==> config.mk <==
export PLATFORM = sky130hd
export DESIGN_NAME = dual_dptr_unit
export DESIGN_NICKNAME = d
export VERILOG_FILES = /design/src/rtl/dptr_pkg.sv /design/src/rtl/dptr_op_dec.sv /design/src/rtl/dptr_ctrl.sv /design/src/rtl/dptr_reg.sv /design/src/rtl/dual_dptr_unit.sv
export SDC_FILE = /design/constraint.sdc
export NUM_CORES = 1
export LEC_CHECK = 0
export ABC_CLOCK_PERIOD_IN_PS = 3290
export BUFFER_PORTS_ARGS = -buffer_cell sky130_fd_sc_hd__buf_2
export CAP_MARGIN = 10
export CELL_PAD_IN_SITES_DETAIL_PLACEMENT = 0
export CELL_PAD_IN_SITES_GLOBAL_PLACEMENT = 2
export CORE_MARGIN = 1
export CORE_UTILIZATION = 34
export DETAILED_ROUTE_END_ITERATION = 16
export HOLD_SLACK_MARGIN = 0.15
export PLACE_DENSITY = 0.87
export SLEW_MARGIN = 40
export SYNTH_ARGS = -nofsm -noshare
export SYNTH_HDL_FRONTEND = slang
export SYNTH_HIERARCHICAL = 1
export SYNTH_SLANG_ARGS = --single-unit
==> constraint.sdc <==
create_clock -name clk -period 3.29 [get_ports clk]
set_clock_uncertainty 0.15 [all_clocks]
set_input_delay 0.329 -clock clk [delete_from_list [all_inputs] [get_ports clk]]
set_output_delay 0.329 -clock clk [all_outputs]
set_load 0.005 [all_outputs]
==> src/rtl/dptr_pkg.sv <==
package dptr_pkg;
  // control byte layout: bit0 sel, bit1 toggle, bit2 auto-step, bit3 dir ptr0, bit4 dir ptr1
  typedef struct packed {
    logic dir1;
    logic dir0;
    logic auto_en;
    logic tog_en;
    logic sel;
  } dptr_ctrl_t;

  localparam int CTRL_BITS = $bits(dptr_ctrl_t);
  localparam int NUM_PTR   = 2;
endpackage

==> src/rtl/dptr_op_dec.sv <==
module dptr_op_dec (
  input  logic wr_en,
  input  logic ptr_use,
  input  logic ptr_load,
  input  logic ptr_inc,
  output logic do_load,
  output logic do_inc,
  output logic do_use,
  output logic any_op
);
  // register writes suppress every pulse; load > inc > use
  always_comb begin
    do_load = !wr_en && ptr_load;
    do_inc  = !wr_en && !ptr_load && ptr_inc;
    do_use  = !wr_en && !ptr_load && !ptr_inc && ptr_use;
    any_op  = do_load || do_inc || do_use;
  end
endmodule

==> src/rtl/dptr_ctrl.sv <==
module dptr_ctrl
  import dptr_pkg::*;
#(
  parameter int ADDR_W    = 3,
  parameter int BYTE_W    = 8,
  parameter int CTRL_ADDR = 4
) (
  input  logic              clk,
  input  logic              rst,
  input  logic              wr_en,
  input  logic [ADDR_W-1:0] wr_addr,
  input  logic [BYTE_W-1:0] wr_data,
  input  logic              any_op,
  output dptr_ctrl_t        ctrl_q,
  output logic              sel_d
);
  dptr_ctrl_t ctrl_d;
  logic       ctrl_hit;
  logic       unused_ctrl_bits;

  assign ctrl_hit         = wr_en && (wr_addr == ADDR_W'(CTRL_ADDR));
  assign unused_ctrl_bits = ^wr_data[BYTE_W-1:CTRL_BITS];

  always_comb begin
    ctrl_d = ctrl_q;
    if (ctrl_hit) begin
      ctrl_d = dptr_ctrl_t'(wr_data[CTRL_BITS-1:0]);
    end else if (any_op && ctrl_q.tog_en) begin
      ctrl_d.sel = ~ctrl_q.sel;
    end
  end

  assign sel_d = ctrl_d.sel;

  always_ff @(posedge clk) begin
    if (rst) ctrl_q <= '0;
    else     ctrl_q <= ctrl_d;
  end


  sel_flip_chk: assert property (@(posedge clk) disable iff (rst)
    (any_op && ctrl_q.tog_en) |=> (ctrl_q.sel != $past(ctrl_q.sel)));


  sel_hold_chk: assert property (@(posedge clk) disable iff (rst)
    (!ctrl_hit && !(any_op && ctrl_q.tog_en)) |=> $stable(ctrl_q));


  wr_no_toggle_chk: assert property (@(posedge clk) disable iff (rst)
    (wr_en && !ctrl_hit) |=> $stable(ctrl_q));
endmodule

==> src/rtl/dptr_reg.sv <==
module dptr_reg #(
  parameter int PTR_W  = 16,
  parameter int BYTE_W = 8,
  parameter int ADDR_W = 3,
  parameter int IDX    = 0,
  localparam int NBYTES = PTR_W / BYTE_W,
  localparam int BASE   = IDX * NBYTES
) (
  input  logic              clk,
  input  logic              rst,
  input  logic              wr_en,
  input  logic [ADDR_W-1:0] wr_addr,
  input  logic [BYTE_W-1:0] wr_data,
  input  logic              active,
  input  logic              do_load,
  input  logic              do_inc,
  input  logic              do_use,
  input  logic              auto_en,
  input  logic              dir_dec,
  input  logic [PTR_W-1:0]  load_val,
  output logic [PTR_W-1:0]  ptr_q,
  output logic [PTR_W-1:0]  ptr_d
);
  logic [PTR_W-1:0] step_val;
  logic             step_en;

  assign step_en  = active && do_use && auto_en;
  assign step_val = dir_dec ? (ptr_q - PTR_W'(1)) : (ptr_q + PTR_W'(1));

  always_comb begin
    ptr_d = ptr_q;
    if (wr_en) begin
      for (int b = 0; b < NBYTES; b++) begin
        if (wr_addr == ADDR_W'(BASE + b)) ptr_d[b*BYTE_W +: BYTE_W] = wr_data;
      end
    end else if (active) begin
      if (do_load)      ptr_d = load_val;
      else if (do_inc)  ptr_d = ptr_q + PTR_W'(1);
      else if (step_en) ptr_d = step_val;
    end
  end

  always_ff @(posedge clk) begin
    if (rst) ptr_q <= '0;
    else     ptr_q <= ptr_d;
  end


  idle_hold_chk: assert property (@(posedge clk) disable iff (rst)
    (!active && !wr_en) |=> $stable(ptr_q));


  inc_wrap_chk: assert property (@(posedge clk) disable iff (rst)
    (active && do_inc && (ptr_q == '1)) |=> (ptr_q == '0));


  dec_wrap_chk: assert property (@(posedge clk) disable iff (rst)
    (active && do_use && auto_en && dir_dec && (ptr_q == '0)) |=> (ptr_q == '1));


  load_take_chk: assert property (@(posedge clk) disable iff (rst)
    (active && do_load) |=> (ptr_q == $past(load_val)));
endmodule

==> src/rtl/dual_dptr_unit.sv <==
module dual_dptr_unit
  import dptr_pkg::*;
#(
  parameter int PTR_W  = 16,
  parameter int BYTE_W = 8,
  localparam int NBYTES    = PTR_W / BYTE_W,
  localparam int CTRL_ADDR = NUM_PTR * NBYTES,
  localparam int ADDR_W    = $clog2(CTRL_ADDR + 1)
) (
  input  logic              clk,
  input  logic              rst,
  input  logic              wr_en,
  input  logic [ADDR_W-1:0] wr_addr,
  input  logic [BYTE_W-1:0] wr_data,
  input  logic              ptr_use,
  input  logic              ptr_load,
  input  logic              ptr_inc,
  input  logic [PTR_W-1:0]  load_val,
  output logic [PTR_W-1:0]  ptr_out,
  output logic              sel_out
);
  logic             do_load, do_inc, do_use, any_op;
  dptr_ctrl_t       ctrl_q;
  logic             sel_d;
  logic [PTR_W-1:0] ptr_q [NUM_PTR];
  logic [PTR_W-1:0] ptr_d [NUM_PTR];
  logic [PTR_W-1:0] out_q;

  dptr_op_dec u_dec (
    .wr_en    (wr_en),
    .ptr_use  (ptr_use),
    .ptr_load (ptr_load),
    .ptr_inc  (ptr_inc),
    .do_load  (do_load),
    .do_inc   (do_inc),
    .do_use   (do_use),
    .any_op   (any_op)
  );

  dptr_ctrl #(
    .ADDR_W    (ADDR_W),
    .BYTE_W    (BYTE_W),
    .CTRL_ADDR (CTRL_ADDR)
  ) u_ctrl (
    .clk     (clk),
    .rst     (rst),
    .wr_en   (wr_en),
    .wr_addr (wr_addr),
    .wr_data (wr_data),
    .any_op  (any_op),
    .ctrl_q  (ctrl_q),
    .sel_d   (sel_d)
  );

  for (genvar p = 0; p < NUM_PTR; p++) begin : g_ptr
    logic active;
    logic dir_dec;
    assign active  = (ctrl_q.sel == p[0]);
    assign dir_dec = (p == 0) ? ctrl_q.dir0 : ctrl_q.dir1;

    dptr_reg #(
      .PTR_W  (PTR_W),
      .BYTE_W (BYTE_W),
      .ADDR_W (ADDR_W),
      .IDX    (p)
    ) u_reg (
      .clk      (clk),
      .rst      (rst),
      .wr_en    (wr_en),
      .wr_addr  (wr_addr),
      .wr_data  (wr_data),
      .active   (active),
      .do_load  (do_load),
      .do_inc   (do_inc),
      .do_use   (do_use),
      .auto_en  (ctrl_q.auto_en),
      .dir_dec  (dir_dec),
      .load_val (load_val),
      .ptr_q    (ptr_q[p]),
      .ptr_d    (ptr_d[p])
    );
  end

  // output register tracks the pointer that will be active after this edge
  always_ff @(posedge clk) begin
    if (rst) out_q <= '0;
    else     out_q <= sel_d ? ptr_d[1] : ptr_d[0];
  end

  assign ptr_out = out_q;
  assign sel_out = ctrl_q.sel;


  out_match_chk: assert property (@(posedge clk) disable iff (rst)
    ptr_out == (sel_out ? ptr_q[1] : ptr_q[0]));


  single_op_chk: assert property (@(posedge clk) disable iff (rst)
    $onehot0({do_load, do_inc, do_use}));
endmodule

After elaboration in Yosys (flattened, before gate mapping)
Cells that the tools add are included.

Register bits: 53. Input bits: 33. Output and inout bits: 17. Word-level logic and storage cells: 53.

Add/sub/neg operators: 4. Equal/unequal tests: 4. Mux-type cells: 19. Bitwise logic cells: 1. Reductions and logical operators: 17.

Operator list (number): two-way mux 16 bit (13); adder 16 x 1 -> 16 bit, second input constant (2); two-way mux 8 bit (4); subtractor 16 x 1 -> 16 bit, second input constant (2); logical AND 1 bit (11); == test 3 x 2 -> 1 bit, second input constant (2); == test 3 x 1 -> 1 bit, second input constant (1); == test 3 bit, second input constant (1); logical NOT 1 bit (3); logical NOT 3 bit (1); logical OR 1 bit (2); two-way mux 1 bit (2); NOT 1 bit (1).

Longest topological paths before layout
Depth in word-level cells: 12. Gate-level depth with buffers: 10. Mapped depth without buffers: 10.

Cells and area by module
The synthesis kept the hierarchy.

Modules (own cells, without submodules): dptr_reg (g_ptr[1].u_reg) (instances 1, cells an instance 262, area an instance 1881.8 µm², seq. area each 320.3 µm²); dptr_reg (g_ptr[0].u_reg) (instances 1, cells an instance 273, area an instance 1835.5 µm², seq. area each 320.3 µm²); dual_dptr_unit (instances 1, cells an instance 53, area an instance 584.3 µm², seq. area each 320.3 µm²); dptr_ctrl (instances 1, cells an instance 25, area an instance 217.7 µm², seq. area each 100.1 µm²); dptr_op_dec (instances 1, cells an instance 5, area an instance 40.0 µm², seq. area each 0.0 µm²).

Worst setup path before layout
No wires, ideal clock.

Kind: input-to-reg. Start: input wr_en. End: register out_q[7], in the netlist ptr_out[7]. Setup time: 117 ps. Arrival: 2792 ps. Required time: 3023 ps. Setup slack: 230 ps. Cell stages on the path: 9. Path buffers: 1. Cell sequence: nor3b_1 -> nand2b_1 -> clkbuf_1 -> nor4_1 -> or3_1 -> a2111oi_0 -> nor2_1 -> mux2i_1 -> nor2_1.

RTL lines: start, declared (RTL line dual_dptr_unit.sv:12) `input logic wr_en,`; end signal, assigned (RTL line dual_dptr_unit.sv:87) `else out_q <= sel_d ? ptr_d[1] : ptr_d[0];`; end, declared (RTL line dual_dptr_unit.sv:27) `logic [PTR_W-1:0] out_q;`.

==> flow_metrics.tcl <==
set metrics [dict create \
    finalWeightedCongestion 0.905 \
    maxCapViolCount 0 \
    outcome "complete, no violations" \
    nets 687 \
    wl_per_cell_um 21.7 \
    static-leakage-power_uw 0.00195 \
    grt_pass1_wl_um 28400 \
    crit_required_ps 3310 \
    antenna_found_initial 1 \
    overflow 0 \
    rows 41 \
    cp-end-kind "flip-flop" \
    first_iter_violations 583 \
    reg2reg_from "g_ptr[1].u_reg/ptr_q[0]" \
    cts.sinks 53 \
    clkTransAtPathRegs_ps 80 \
    clockPowerShare_pct 31.4 \
    worstPathMaxFanout 7 \
    drtPass1Iterations 5 \
    cts_buffers 5 \
    synth_most_common_cell "nor2_1" \
    num_vias 5137 \
    hp-class "input pin to flip-flop" \
    seqPwrFrac_pct 42.4 \
    pwr_density_cell_nw_per_um2 340 \
    hold_viol_final 0 \
    cts_setup_buffers 0 \
    synth_edf_count 0 \
    cts_resized 0 \
    die_h_um 118 \
    drive_gt1_share_pct 16.0 \
    htreeDepth 2 \
    yosysUniqueCellTypes 78 \
    synth-async-reset-ratio_pct 0 \
    rsz0062_at_grt "false" \
    drc 0 \
    ys_seq_elements 53 \
    hold_start "wr_data[4]" \
    yosys_most_used_dff "dfxtp_1" \
    ys_top_cells_by_count "nor2_1 (68), nand2_1 (54), dfxtp_1 (53), mux2i_1 (38), a21oi_1 (36)" \
    drtAntennaViolNets 0 \
    vias_per_cell 6.23 \
    worstMarginPinSlew_ps 838 \
    synth_area_leader_cell "dfxtp_1" \
    p_int_uw 1140 \
    max_freq_mhz 345 \
    worstSetupPathType "flip-flop to flip-flop" \
    finalMaxSlewViolations 0 \
    die_area_um2 13900 \
    syn_inst 618 \
    setup_viol 0 \
    critPathArrivalTime_ps 2920 \
    grt_pass1_vias 4960 \
    yosysSeqAreaShare_pct 23.3 \
    switching_share_pct 34.2 \
    hpwlAfterDp_um 13800 \
    min_period_over_period_pct 88.1 \
    cts_buffer_depth 2 \
    setup_tns_ps 0 \
    grtUsageTotal_pct 26.1 \
    max_slew_margin_pct 44.0 \
    startpoint "g_ptr[1].u_reg/ptr_q[0]" \
    synth_nets 655 \
    ctsHoldBuffers 0 \
    wirelength_um 17900 \
    die-width_um 118 \
    fill_cells 1383 \
    fin_area_um2 5120 \
    ys_warn_count 6 \
    clk_latency_ps 300 \
    synth_area_leaders "dfxtp_1 (23%), mux2i_1 (8.3%), nor2_1 (5.6%)" \
    core_um2 12800 \
    synth_top_area_share_pct 23.3 \
    syn_to_final_growth_pct 12.3 \
    peakVddDrop_uv 201 \
    start_kind "flip-flop" \
    cts_tree "done" \
    synth_area_um2 4560 \
    start_util_pct 35.6 \
    io_pins 50 \
    place_area_um2 4980 \
    synth.avg_cell_area_um2 7.38 \
    root_buffer "clkbuf_16" \
    p_sw_uw 596 \
    io_buffers 49 \
    pwr-share-comb_pct 26.2 \
    grt_start_max_net_pins 57 \
    period_minus_slack_ps 2900 \
]
-- worst max-delay path: stages (launching register included) --
cell,delay [ps]
dfxtp_1,390
inv_1,90
ha_1,230
or4b_1,560
nor4_1,490
mux2i_1,180
o31a_1,290
mux2i_1,310
nor2_1,70
-- worst paths after layout --
path         depth (start not counted)  slack (ps)               end
max                                  8         390       ptr_out[12]
min                                  3         220  u_ctrl/ctrl_q[4]
max reg2reg                          8         390       ptr_out[12]
min reg2reg                          2         320  u_ctrl/ctrl_q[1]
-- per-layer routing --
layer | vias to the layer above | track usage [%] | wire, µm
li1 | 2383 | - | -
met5 | - | 0 | 0
met4 | 0 | 10.6 | 594
met3 | 45 | 3.78 | 1470
met1 | 2444 | 34.0 | 7610
met2 | 265 | 43.1 | 8250
-- through the flow --
stage          total power [µW]  std cells  utilization (%)  worst slack (ps)  hold slack (ps)
6_report                   1740        824             39.9               390              222
2_1_floorplan              1030        618                -               230              244
3_5_place_dp               1200        815             38.8               450              306
3_3_place_gp               1200        815             38.8               472              297
5_1_grt                    1820        824             39.9               317              218
4_1_cts                    1740        823             39.9               487              204
-- power groups by stage --
| stage | Combinational [µW] | Clock, µW | Sequential (µW) |
|---|---|---|---|
| after floorplan | 314 | 0 | 715 |
| after global placement | 448 | 0 | 750 |
| after detailed placement | 446 | 0 | 752 |
| after CTS | 448 | 555 | 737 |
| after global routing | 494 | 584 | 744 |
| final | 456 | 546 | 738 |
-- cell type report --
cell class | count | area, µm² | share of cell area (%)
Clock inverter | 2 | 13.8 | 0.269
Antenna cell | 1 | 2.50 | 0.0489
Clock buffer | 6 | 129 | 2.52
Timing Repair Buffer | 69 | 408 | 7.96
Sequential cell | 53 | 1060 | 20.7
Multi-Input combinational cell | 501 | 3220 | 62.8
Inverter | 20 | 75.1 | 1.47
Tap cell | 172 | 215 | 4.20
-- registers in the layout (all words and copies together), names as in the netlist --
name               flops
u_ctrl/ctrl_q          5
ptr_out               16
g_ptr.u_reg/ptr_q     32
-- cells by family after synthesis --
logic type / Yosys count / synth area share, %
flops: 53 / 23.3
fa+ha+maj: 4 / 1.10
buf+inv: 64 / 6.37
mux: 42 / 9.33
simple gates: 293 / 34.4
compound gates: 153 / 23.8
xor+xnor: 9 / 1.73
-- layout by cell type, fill, tap and decap left out, drive strengths merged, types with 16 or more instances in the layout --
master	count
nand2	54
inv	21
a21oi	37
nor3	26
and3	16
buf	69
dfxtp	53
nor2	69
a211oi	18
nand3	22
mux2i	38
o21ai	23
No activity file was read; power rests on OpenSTA's default activity.
